**src/rtl/dslk_pkg.sv**
```systemverilog
package dslk_pkg;

   typedef enum logic {
      ST_SEARCH = 1'b0,
      ST_LOCK   = 1'b1
   } lk_state_e;

   function automatic int frame_bits(input int payload_w);
      return payload_w + 2;
   endfunction

endpackage

```
**src/rtl/dslk_sync_detect.sv**
```systemverilog
module dslk_sync_detect #(
   parameter int FRAME_W = 12
) (
   input  logic               clk,
   input  logic               rst_n,
   input  logic               bit_in,
   input  logic               bit_vld,
   output logic [FRAME_W-1:0] win_nx,
   output logic               sync_hit
);
   localparam int RUN_W = FRAME_W / 2;
   localparam logic [FRAME_W-1:0] TRAIN_PAT = {{RUN_W{1'b1}}, {(FRAME_W - RUN_W){1'b0}}};

   logic [FRAME_W-1:0] win_q;

   // oldest bit sits in the MSB, newest in bit 0
   always_comb begin
      win_nx = win_q;
      if (bit_vld) begin
         win_nx = {win_q[FRAME_W-2:0], bit_in};
      end
   end

   always_ff @(posedge clk or negedge rst_n) begin
      if (!rst_n) begin
         win_q <= '0;
      end else begin
         win_q <= win_nx;
      end
   end

   assign sync_hit = bit_vld && (win_nx == TRAIN_PAT);

   AST_IDLE_HOLDS: assert property (@(posedge clk) disable iff (!rst_n)
      !bit_vld |=> $stable(win_q));

endmodule

```
**src/rtl/dslk_frame_track.sv**
```systemverilog
module dslk_frame_track
   import dslk_pkg::*;
#(
   parameter int DATA_W     = 10,
   parameter int FRAME_W    = 12,
   parameter int MISS_LIMIT = 4,
   parameter int CNT_W      = 4
) (
   input  logic               clk,
   input  logic               rst_n,
   input  logic               bit_vld,
   input  logic               sync_hit,
   input  logic [FRAME_W-1:0] win_nx,
   output logic               locked,
   output logic               lock_nx,
   output logic [CNT_W-1:0]   pos_q,
   output logic [DATA_W-1:0]  word_q,
   output logic               vld_q
);
   localparam int MISS_W = $clog2(MISS_LIMIT + 1);
   localparam logic [CNT_W-1:0]  LAST_POS  = CNT_W'(FRAME_W - 1);
   localparam logic [MISS_W-1:0] MISS_LAST = MISS_W'(MISS_LIMIT - 1);

   lk_state_e           state_q, state_d;
   logic [CNT_W-1:0]    cnt_d;
   logic [MISS_W-1:0]   miss_q, miss_d;
   logic [DATA_W-1:0]   word_d, word_nx;
   logic                vld_d;
   logic                aligned;

   // payload D0 is the oldest payload bit in the window
   for (genvar gi = 0; gi < DATA_W; gi++) begin : g_word
      assign word_nx[gi] = win_nx[FRAME_W-2-gi];
   end

   assign aligned = win_nx[FRAME_W-1] & ~win_nx[0];

   always_comb begin
      state_d = state_q;
      cnt_d   = pos_q;
      miss_d  = miss_q;
      word_d  = word_q;
      vld_d   = 1'b0;
      unique case (state_q)
         ST_SEARCH: begin
            cnt_d  = '0;
            miss_d = '0;
            if (sync_hit) begin
               state_d = ST_LOCK;
            end
         end
         ST_LOCK: begin
            if (bit_vld) begin
               if (pos_q == LAST_POS) begin
                  cnt_d = '0;
                  if (aligned) begin
                     miss_d = '0;
                     vld_d  = 1'b1;
                     word_d = word_nx;
                  end else if (miss_q == MISS_LAST) begin
                     state_d = ST_SEARCH;
                     miss_d  = '0;
                     word_d  = '0;
                  end else begin
                     miss_d = miss_q + 1'b1;
                  end
               end else begin
                  cnt_d = pos_q + 1'b1;
               end
            end
         end
         default: state_d = ST_SEARCH;
      endcase
   end

   always_ff @(posedge clk or negedge rst_n) begin
      if (!rst_n) begin
         state_q <= ST_SEARCH;
         pos_q   <= '0;
         miss_q  <= '0;
         word_q  <= '0;
         vld_q   <= 1'b0;
      end else begin
         state_q <= state_d;
         pos_q   <= cnt_d;
         miss_q  <= miss_d;
         word_q  <= word_d;
         vld_q   <= vld_d;
      end
   end

   assign locked  = (state_q == ST_LOCK);
   assign lock_nx = (state_d == ST_LOCK);

   AST_MISS_BOUND: assert property (@(posedge clk) disable iff (!rst_n)
      miss_q <= MISS_LAST);
   AST_ACQUIRE: assert property (@(posedge clk) disable iff (!rst_n)
      (state_q == ST_SEARCH && sync_hit) |=> (state_q == ST_LOCK));
   AST_STROBE_LOCKED: assert property (@(posedge clk) disable iff (!rst_n)
      vld_q |-> (state_q == ST_LOCK));
   AST_STROBE_PULSE: assert property (@(posedge clk) disable iff (!rst_n)
      vld_q |=> !vld_q);
   AST_SEARCH_WORD_ZERO: assert property (@(posedge clk) disable iff (!rst_n)
      (state_q == ST_SEARCH) |-> (word_q == '0));

endmodule

```
**src/rtl/dslk_oe_ctrl.sv**
```systemverilog
module dslk_oe_ctrl #(
   parameter int FRAME_W = 12,
   parameter int CNT_W   = 4
) (
   input  logic             clk,
   input  logic             rst_n,
   input  logic             rx_en,
   input  logic             locked,
   input  logic             lock_nx,
   input  logic [CNT_W-1:0] pos_q,
   output logic             data_oe,
   output logic             rclk_oe,
   output logic             lock_oe,
   output logic             rclk
);
   localparam logic [CNT_W-1:0] HALF_POS = CNT_W'(FRAME_W / 2);

   logic en_q;
   logic float_q;

   // the flag floats only if enable falls while lock is held,
   // and stops floating as soon as lock goes or enable returns
   always_ff @(posedge clk or negedge rst_n) begin
      if (!rst_n) begin
         en_q    <= 1'b0;
         float_q <= 1'b0;
      end else begin
         en_q    <= rx_en;
         float_q <= ~rx_en & lock_nx & (float_q | en_q);
      end
   end

   assign data_oe = en_q & locked;
   assign rclk_oe = en_q & locked;
   assign lock_oe = en_q | ~float_q;
   assign rclk    = locked & (pos_q < HALF_POS);

   AST_FLOAT_NEEDS_LOCK: assert property (@(posedge clk) disable iff (!rst_n)
      !lock_oe |-> locked);
   AST_LOSS_DRIVES_FLAG: assert property (@(posedge clk) disable iff (!rst_n)
      $fell(locked) |-> lock_oe);

endmodule

```
**src/rtl/dslk_lock_ctrl.sv**
```systemverilog
module dslk_lock_ctrl
   import dslk_pkg::*;
#(
   parameter int DATA_W     = 10,
   parameter int MISS_LIMIT = 4
) (
   input  logic              clk,
   input  logic              rst_n,
   input  logic              rx_bit,
   input  logic              rx_bit_vld,
   input  logic              rx_en,
   output logic              lock_n,
   output logic [DATA_W-1:0] word_out,
   output logic              word_vld,
   output logic              rclk,
   output logic              data_oe,
   output logic              rclk_oe,
   output logic              lock_oe
);
   localparam int FRAME_W = frame_bits(DATA_W);
   localparam int CNT_W   = $clog2(FRAME_W);

   if (DATA_W < 2 || (DATA_W % 2) != 0) begin : g_bad_width
      $error("DATA_W must be even and at least 2");
   end
   if (MISS_LIMIT < 1) begin : g_bad_limit
      $error("MISS_LIMIT must be at least 1");
   end

   logic [FRAME_W-1:0] win_nx;
   logic               sync_hit;
   logic               locked;
   logic               lock_nx;
   logic [CNT_W-1:0]   pos_q;

   dslk_sync_detect #(.FRAME_W(FRAME_W)) i_detect (
      .clk      (clk),
      .rst_n    (rst_n),
      .bit_in   (rx_bit),
      .bit_vld  (rx_bit_vld),
      .win_nx   (win_nx),
      .sync_hit (sync_hit)
   );

   dslk_frame_track #(
      .DATA_W     (DATA_W),
      .FRAME_W    (FRAME_W),
      .MISS_LIMIT (MISS_LIMIT),
      .CNT_W      (CNT_W)
   ) i_track (
      .clk      (clk),
      .rst_n    (rst_n),
      .bit_vld  (rx_bit_vld),
      .sync_hit (sync_hit),
      .win_nx   (win_nx),
      .locked   (locked),
      .lock_nx  (lock_nx),
      .pos_q    (pos_q),
      .word_q   (word_out),
      .vld_q    (word_vld)
   );

   dslk_oe_ctrl #(.FRAME_W(FRAME_W), .CNT_W(CNT_W)) i_oe (
      .clk     (clk),
      .rst_n   (rst_n),
      .rx_en   (rx_en),
      .locked  (locked),
      .lock_nx (lock_nx),
      .pos_q   (pos_q),
      .data_oe (data_oe),
      .rclk_oe (rclk_oe),
      .lock_oe (lock_oe),
      .rclk    (rclk)
   );

   assign lock_n = ~locked;

   AST_LOCK_FLAG_SOURCE: assert property (@(posedge clk) disable iff (!rst_n)
      lock_n |-> !word_vld);

endmodule

```
**config.mk**
```make
export PLATFORM = sky130hd
export DESIGN_NAME = dslk_lock_ctrl
export DESIGN_NICKNAME = d
export VERILOG_FILES = /design/src/rtl/dslk_pkg.sv /design/src/rtl/dslk_sync_detect.sv /design/src/rtl/dslk_frame_track.sv /design/src/rtl/dslk_oe_ctrl.sv /design/src/rtl/dslk_lock_ctrl.sv
export SDC_FILE = /design/constraint.sdc
export NUM_CORES = 1
export LEC_CHECK = 0
export CORE_MARGIN = 2
export CORE_UTILIZATION = 52
export DETAILED_ROUTE_END_ITERATION = 8
export GPL_ROUTABILITY_DRIVEN = 0
export PLACE_DENSITY_LB_ADDON = 0.3
export SYNTH_ARGS = -nofsm -noshare
export SYNTH_HDL_FRONTEND = slang
export SYNTH_SLANG_ARGS = --single-unit
export TNS_END_PERCENT = 10
```
**constraint.sdc**
```tcl
create_clock -name clk -period 1.6 [get_ports clk]
set_input_delay 0.32 -clock clk [delete_from_list [all_inputs] [get_ports clk]]
set_output_delay 0.32 -clock clk [all_outputs]
set_load 0.005 [all_outputs]
```
==> run_results.csv, run 1 <==
group,metric,value,unit
status,outcome,"finished clean",
yosys,synthCells,111,
clock_network,clkLatencyLatePin,0.34,ns
yosys,synth_area,1400,um^2
sta,max_freq,641,MHz
yosys,synth-adder-area-share,1.79,%
sta,maxSlewViolCount,0,
floorplanning,coreArea,2520,um^2
cells_and_area,fillCellCount,179,
routing,viasPerCell,5.65,
yosys,yosys_warnings,0,
grt,first_global_vias,1013,
setup_path,critPathRequiredTime,1.28,ns
setup_path,start_kind,"flip-flop",
sta,setup_tns,0,ns
cells_and_area,stdcell_area,1810,um^2
routing,first_pass_iters,4,
sta,final.period_utilization,97.5,%
yosys,ys_top_cells_by_area,"dfrtp_1 (59%), mux2_2 (8.1%), a22o_1 (6.9%)",
clock_network,cts_hold_buf,0,
sta,finClkSkew,0.00859,ns
cells_and_area,drive_gt1_share,25.0,%
power_and_ir_drop,p_per_area,1030,nW/um^2
setup_path,arrival,1.24,ns
yosys,synth.distinct_cells,35,
power_and_ir_drop,p_leak,0.000858,uW
place,hpwl,1.85,mm
setup_path,critPathKind,"reg2out",
clock_network,htreeDepth,2,
yosys,yosysTopAreaCell,"dfrtp_1",
yosys,synth_top_area_share,59.1,%
floorplanning,io_pins,21,
yosys,synthFlopType,"dfrtp_1",
yosys,synth-seq-area-share,59.1,%
setup_path,worst-path-max-fanout,7,
cells_and_area,diodes,0,
routing,finalWirelength,2.74,mm
clock_network,cts_tree,"built",
yosys,async_flop_share,100,%
cells_and_area,final_util,71.9,%
clock_network,cts_buffer_depth,2,
yosys,avgSynthCellArea,12.6,um^2
power_and_ir_drop,peakVddDrop,0.703,mV
routing,vias,1005,
sta,timing.hold.ws,0.360,ns
routing,post_drt_wl_per_cell,15.4,um
min_path,hold_class,"in2async",
routing,antenna_left,0,
clock_network,cts_buffers,5,
cells_and_area,syn_to_final_growth,29.8,%
sta,setup_viol,0,
yosys,synthesis.nets,118,
floorplanning,die_w,55.8,um
place,io_buffer_count,20,
sta,slew_headroom,72.5,%
yosys,synth_xor_area_share,0,%
yosys,synthSimpleGateAreaFrac,12.0,%
routing,drt_first_iter_violations,5,
floorplanning,rows,18,
grt,grt_usage,20.0,%
grt,grt_overflow,0,
yosys,synth-seq-cells,33,
yosys,synth.most_common_cell,"dfrtp_1",
grt,grt_start_max_net_pins,34,
floorplanning,start_util,55.4,%
yosys,netlist_top_cells_count,"dfrtp_1 (33), a22o_1 (11), mux2_2 (10)",
setup_path,crit_path_end_kind,"output pin",
run,max-cap-violations,0,
yosys,yosys-mux-area-fraction,10.2,%
grt,antenna_found_initial,0,
yosys,synth_compound_area_share,14.1,%
clock_network,cts.sinks,33,
floorplanning,die_area,3120,um^2
clock_network,cts-root-buf,"clkbuf_4",
routing,drc,0,
floorplanning,die_h,55.8,um
yosys,synth-edff-count,0,
grt,grt_pass1_wl,4.69,mm
yosys,synth_top_family_by_area,"compound AO/OA/AOI/OAI gates",
place,placed_area,1690,um^2
cells_and_area,fin_nets,154,
clock_network,clk_pin_slew,0.10,ns
sta,period_minus_slack,1.56,ns
sta,tightest_slew,0.413,ns
sta,hold_viol_final,0,
==> final cells by class <==
class	count	area, um^2	share of cell area (%)
clock buffers	7	55.1	3.04
well taps	30	37.5	2.07
repair buffers	33	304	16.8
multi-input cells	70	546	30.1
inverters	4	15.0	0.828
clock inverters	1	30.0	1.66
flip-flops and latches	33	826	45.5
==> what timing repair did <==
action                                  in CTS  in global routing
pin swaps                                    1                  0
gates resized for setup                      5                 11
cloned                                       0                  0
endpoints found under the setup margin       5                 15
buffers inserted                             1                  1
==> metal layers <==
metal	share of wire [%]	routed length, um	up-vias	GRT usage [%]
met1	47	1280	490	27.7
met4	2.1	57	0	9.18
met3	5.7	155	7	7.21
met5	0	0	-	0
met2	46	1250	28	28.1
li1	-	-	480	-
==> sequential cells by signal, summed over array words and instances (netlist names) <==
signal,flops
i_track.pos_q,4
i_track.miss_q,3
i_oe.float_q,1
i_detect.win_q,12
i_track.vld_q,1
i_track.word_q,10
i_track.locked,1
i_oe.en_q,1
==> layout by cell type, fill, tap and decap left out, types with 3 or more instances in the layout <==
master,instances
dfrtp_1,33
clkdlybuf4s50_1,14
a22o_1,11
buf_4,11
mux2_2,10
nor2_1,7
nand2_1,6
clkbuf_4,5
o21ai_0,4
mux2i_1,3
==> path summary, 6_finish.rpt <==
path	start	end	slack (ns)	cells past startpoint
worst max-delay path	i_track.locked	lock_n	0.04	4
worst min-delay path	rst_n	i_track.miss_q[2]	0.36	2
worst max register to register	i_track.pos_q[1]	i_track.word_q[6]	0.06	6
worst min register to register	i_track.word_q[2]	i_track.word_q[2]	0.50	1
max in group asynchronous	rst_n	i_track.word_q[5]	0.93	2
min in group clk	rx_en	i_oe.en_q	0.47	1
==> cell families after synthesis <==
group / after synthesis
flip-flops: 33
AND/OR/NAND/NOR: 29
AO/OA/AOI/OAI: 26
multiplexers: 13
buffers and inverters: 8
adder cells (fa/ha/maj): 2
==> worst max-delay path, stage by stage (launching register included) <==
cell	delay, ns
dfrtp_1	0.39
buf_4	0.14
inv_2	0.06
buf_6	0.12
clkdlybuf4s15_1	0.20
==> per-stage QoR <==
stage | setup slack (ns) | std cells | total power [uW]
6_report | 0.0396 | 178 | 1870
5_1_grt | -0.000660 | 178 | 1950
4_1_cts | -0.200 | 177 | 1880
3_5_place_dp | -0.340 | 168 | 1240
3_3_place_gp | -0.279 | 168 | 1220
2_1_floorplan | 0.106 | 111 | 1140
==> power breakdown <==
part / total [uW] / internal, uW / switching, uW
clock: 649 / 373 / 276
sequential: 993 / 925 / 67.8
combinational: 229 / 125 / 104
total: 1870 / 1420 / 448
Power figures use the tool's default switching activity.
==> inputs of run 2 (changes only) <==
--- a/config.mk
+++ b/config.mk
@@ -13,4 +13,4 @@
 export SYNTH_ARGS = -nofsm -noshare
 export SYNTH_HDL_FRONTEND = slang
 export SYNTH_SLANG_ARGS = --single-unit
-export TNS_END_PERCENT = 10
+export TNS_END_PERCENT = 100
==> run 2 against run 1 <==
Final area increased by 1.7%. Sequential power about the same. Clock-buffer cell count unchanged. Critical path type is now reg2reg. Via count increased by 1.7%. Sequential share of layout area decreased by 0.70 points. Largest power group unchanged. Critical endpoint is now i_track.word_q[6].
==> run_results.csv, run 2 (synthesis results as in run 1) <==
group,metric,value,unit
clock_network,cts.sinks,33,
place,placed_cells,168,
cells_and_area,final_util,73.1,%
routing,vias,1022,
routing,post_drt_wl_per_cell,15.7,um
setup_path,critPathKind,"reg2reg",
setup_path,r2r_slack,0.04,ns
clock_network,clk_pin_slew,0.10,ns
sta,finClkSkew,0.00473,ns
routing,antenna_left,0,
cells_and_area,diodes,0,
run,max-cap-violations,0,
floorplanning,die_area,3120,um^2
cells_and_area,final_common_cell,"dfrtp_1",
floorplanning,rows,18,
clock_network,cts_buffer_depth,2,
grt,antenna_found_initial,0,
grt,first_global_vias,1013,
setup_path,critPathRequiredTime,1.83,ns
routing,finalWirelength,2.84,mm
cells_and_area,syn_to_final_growth,32.1,%
power_and_ir_drop,total_power,1870,uW
sta,tightest_slew,0.415,ns
cells_and_area,reg_top3,"i_detect.win_q x12, i_track.word_q x10, i_track.pos_q x4",
sta,hold_viol_final,0,
setup_path,worst-path-max-fanout,5,
clock_network,cts_hold_buf,0,
clock_network,htreeDepth,2,
clock_network,cts-root-buf,"clkbuf_4",
setup_path,crit_path_end_kind,"flip-flop",
setup_path,reg2reg_to,"i_track.word_q[6]",
sta,final.period_utilization,97.8,%
cells_and_area,drive_gt1_share,27.8,%
clock_network,cts_buffers,5,
routing,viasPerCell,5.65,
cells_and_area,layout.cells.non_filler,181,
grt,grt_start_max_net_pins,34,
min_path,hold_class,"in2async",
status,outcome,"finished clean",
sta,rsz0062_at_grt,"yes",
cells_and_area,largest_register_ffs,12,
place,hpwl,1.85,mm
sta,setup_tns,0,ns
sta,period_minus_slack,1.56,ns
floorplanning,die_h,55.8,um
setup_path,start_kind,"flip-flop",
grt,grt_overflow,0,
sta,slew_headroom,72.3,%
power_and_ir_drop,p_leak,0.000851,uW
setup_path,reg2reg_from,"i_track.pos_q[1]",
clock_network,cts_tree,"built",
cells_and_area,largest_register,"i_detect.win_q",
floorplanning,io_pins,21,
cells_and_area,final_cell_mix,"dfrtp_1 (32), clkdlybuf4s50_1 (14), buf_4 (13), a22o_1 (11), mux2_2 (10)",
power_and_ir_drop,peakVddDrop,0.706,mV
power_and_ir_drop,p_per_area,1010,nW/um^2
sta,timing.hold.ws,0.370,ns
floorplanning,die_w,55.8,um
grt,grt_pass1_wl,4.69,mm
routing,drt_first_iter_violations,13,
place,io_buffer_count,20,
sta,setup_viol,0,
routing,first_pass_iters,4,
floorplanning,start_util,55.4,%
routing,drc,0,
setup_path,arrival,1.79,ns
sta,maxSlewViolCount,0,
sta,max_freq,639,MHz
grt,grt_usage,20.0,%
clock_network,clkLatencyLatePin,0.34,ns
cells_and_area,fin_nets,157,
floorplanning,coreArea,2520,um^2
setup_path,rr_worst_depth,6,
==> run 2: worst max-delay path by stage <==
stage	cells after the start	from	slack, ns	endpoint
final	6	i_track.pos_q[1]	0.04	i_track.word_q[6]
after global routing	6	i_track.pos_q[1]	-0.05	i_track.word_q[4]
after floorplan	6	i_track.pos_q[0]	0.11	i_track.word_q[0]
after CTS	3	i_track.locked	-0.0004	rclk_oe
after detailed placement	6	rx_bit_vld	-0.34	i_oe.float_q
after global placement	6	rx_bit_vld	-0.28	i_oe.float_q
==> run 2: layout make-up <==
| type | count | area (um^2) |
|---|---|---|
| Clock buffer | 7 | 55.1 |
| Clock inverter | 1 | 30.0 |
| Fill cell | 177 | 678 |
| Inverter | 4 | 17.5 |
| Multi-Input combinational cell | 70 | 551 |
| Sequential cell | 33 | 827 |
| Tap cell | 30 | 37.5 |
| Timing Repair Buffer | 36 | 327 |
==> run 2: through the flow <==
stage                     setup WS (ns)  area, um^2
after floorplan                   0.106        1400
after global placement           -0.279        1690
after detailed placement         -0.340        1690
after CTS                     -0.000384        1790
after global routing            -0.0534        1840
final                            0.0357        1840
==> run 2: repair_timing <==
| action | 4_1_cts | 5_1_grt |
|---|---|---|
| pin swaps | 1 | 1 |
| cloned | 0 | 1 |
| setup buffers | 1 | 3 |
| setup endpoints to repair | 5 | 16 |
| resized for setup | 7 | 15 |
==> run 2: layer usage <==
layer,up-vias,GRT usage (%),wire length (um)
li1,485,-,-
met2,23,28.1,1280
met3,7,7.21,130
met1,507,27.7,1370
met4,0,9.18,57
met5,-,0,0
==> run 2: power breakdown <==
part,internal [uW],leakage (uW),total [uW],switching (uW)
logic,125,0.000371,230,105
clock network,373,0.0000455,649,276
registers,925,0.000434,993,67.8
==> run 2: critical path: stages (launching register included) <==
cell,delay [ns]
dfrtp_1,0.39
buf_6,0.12
ha_4,0.15
and4b_2,0.29
o211ai_1,0.14
buf_4,0.19
a22o_1,0.18
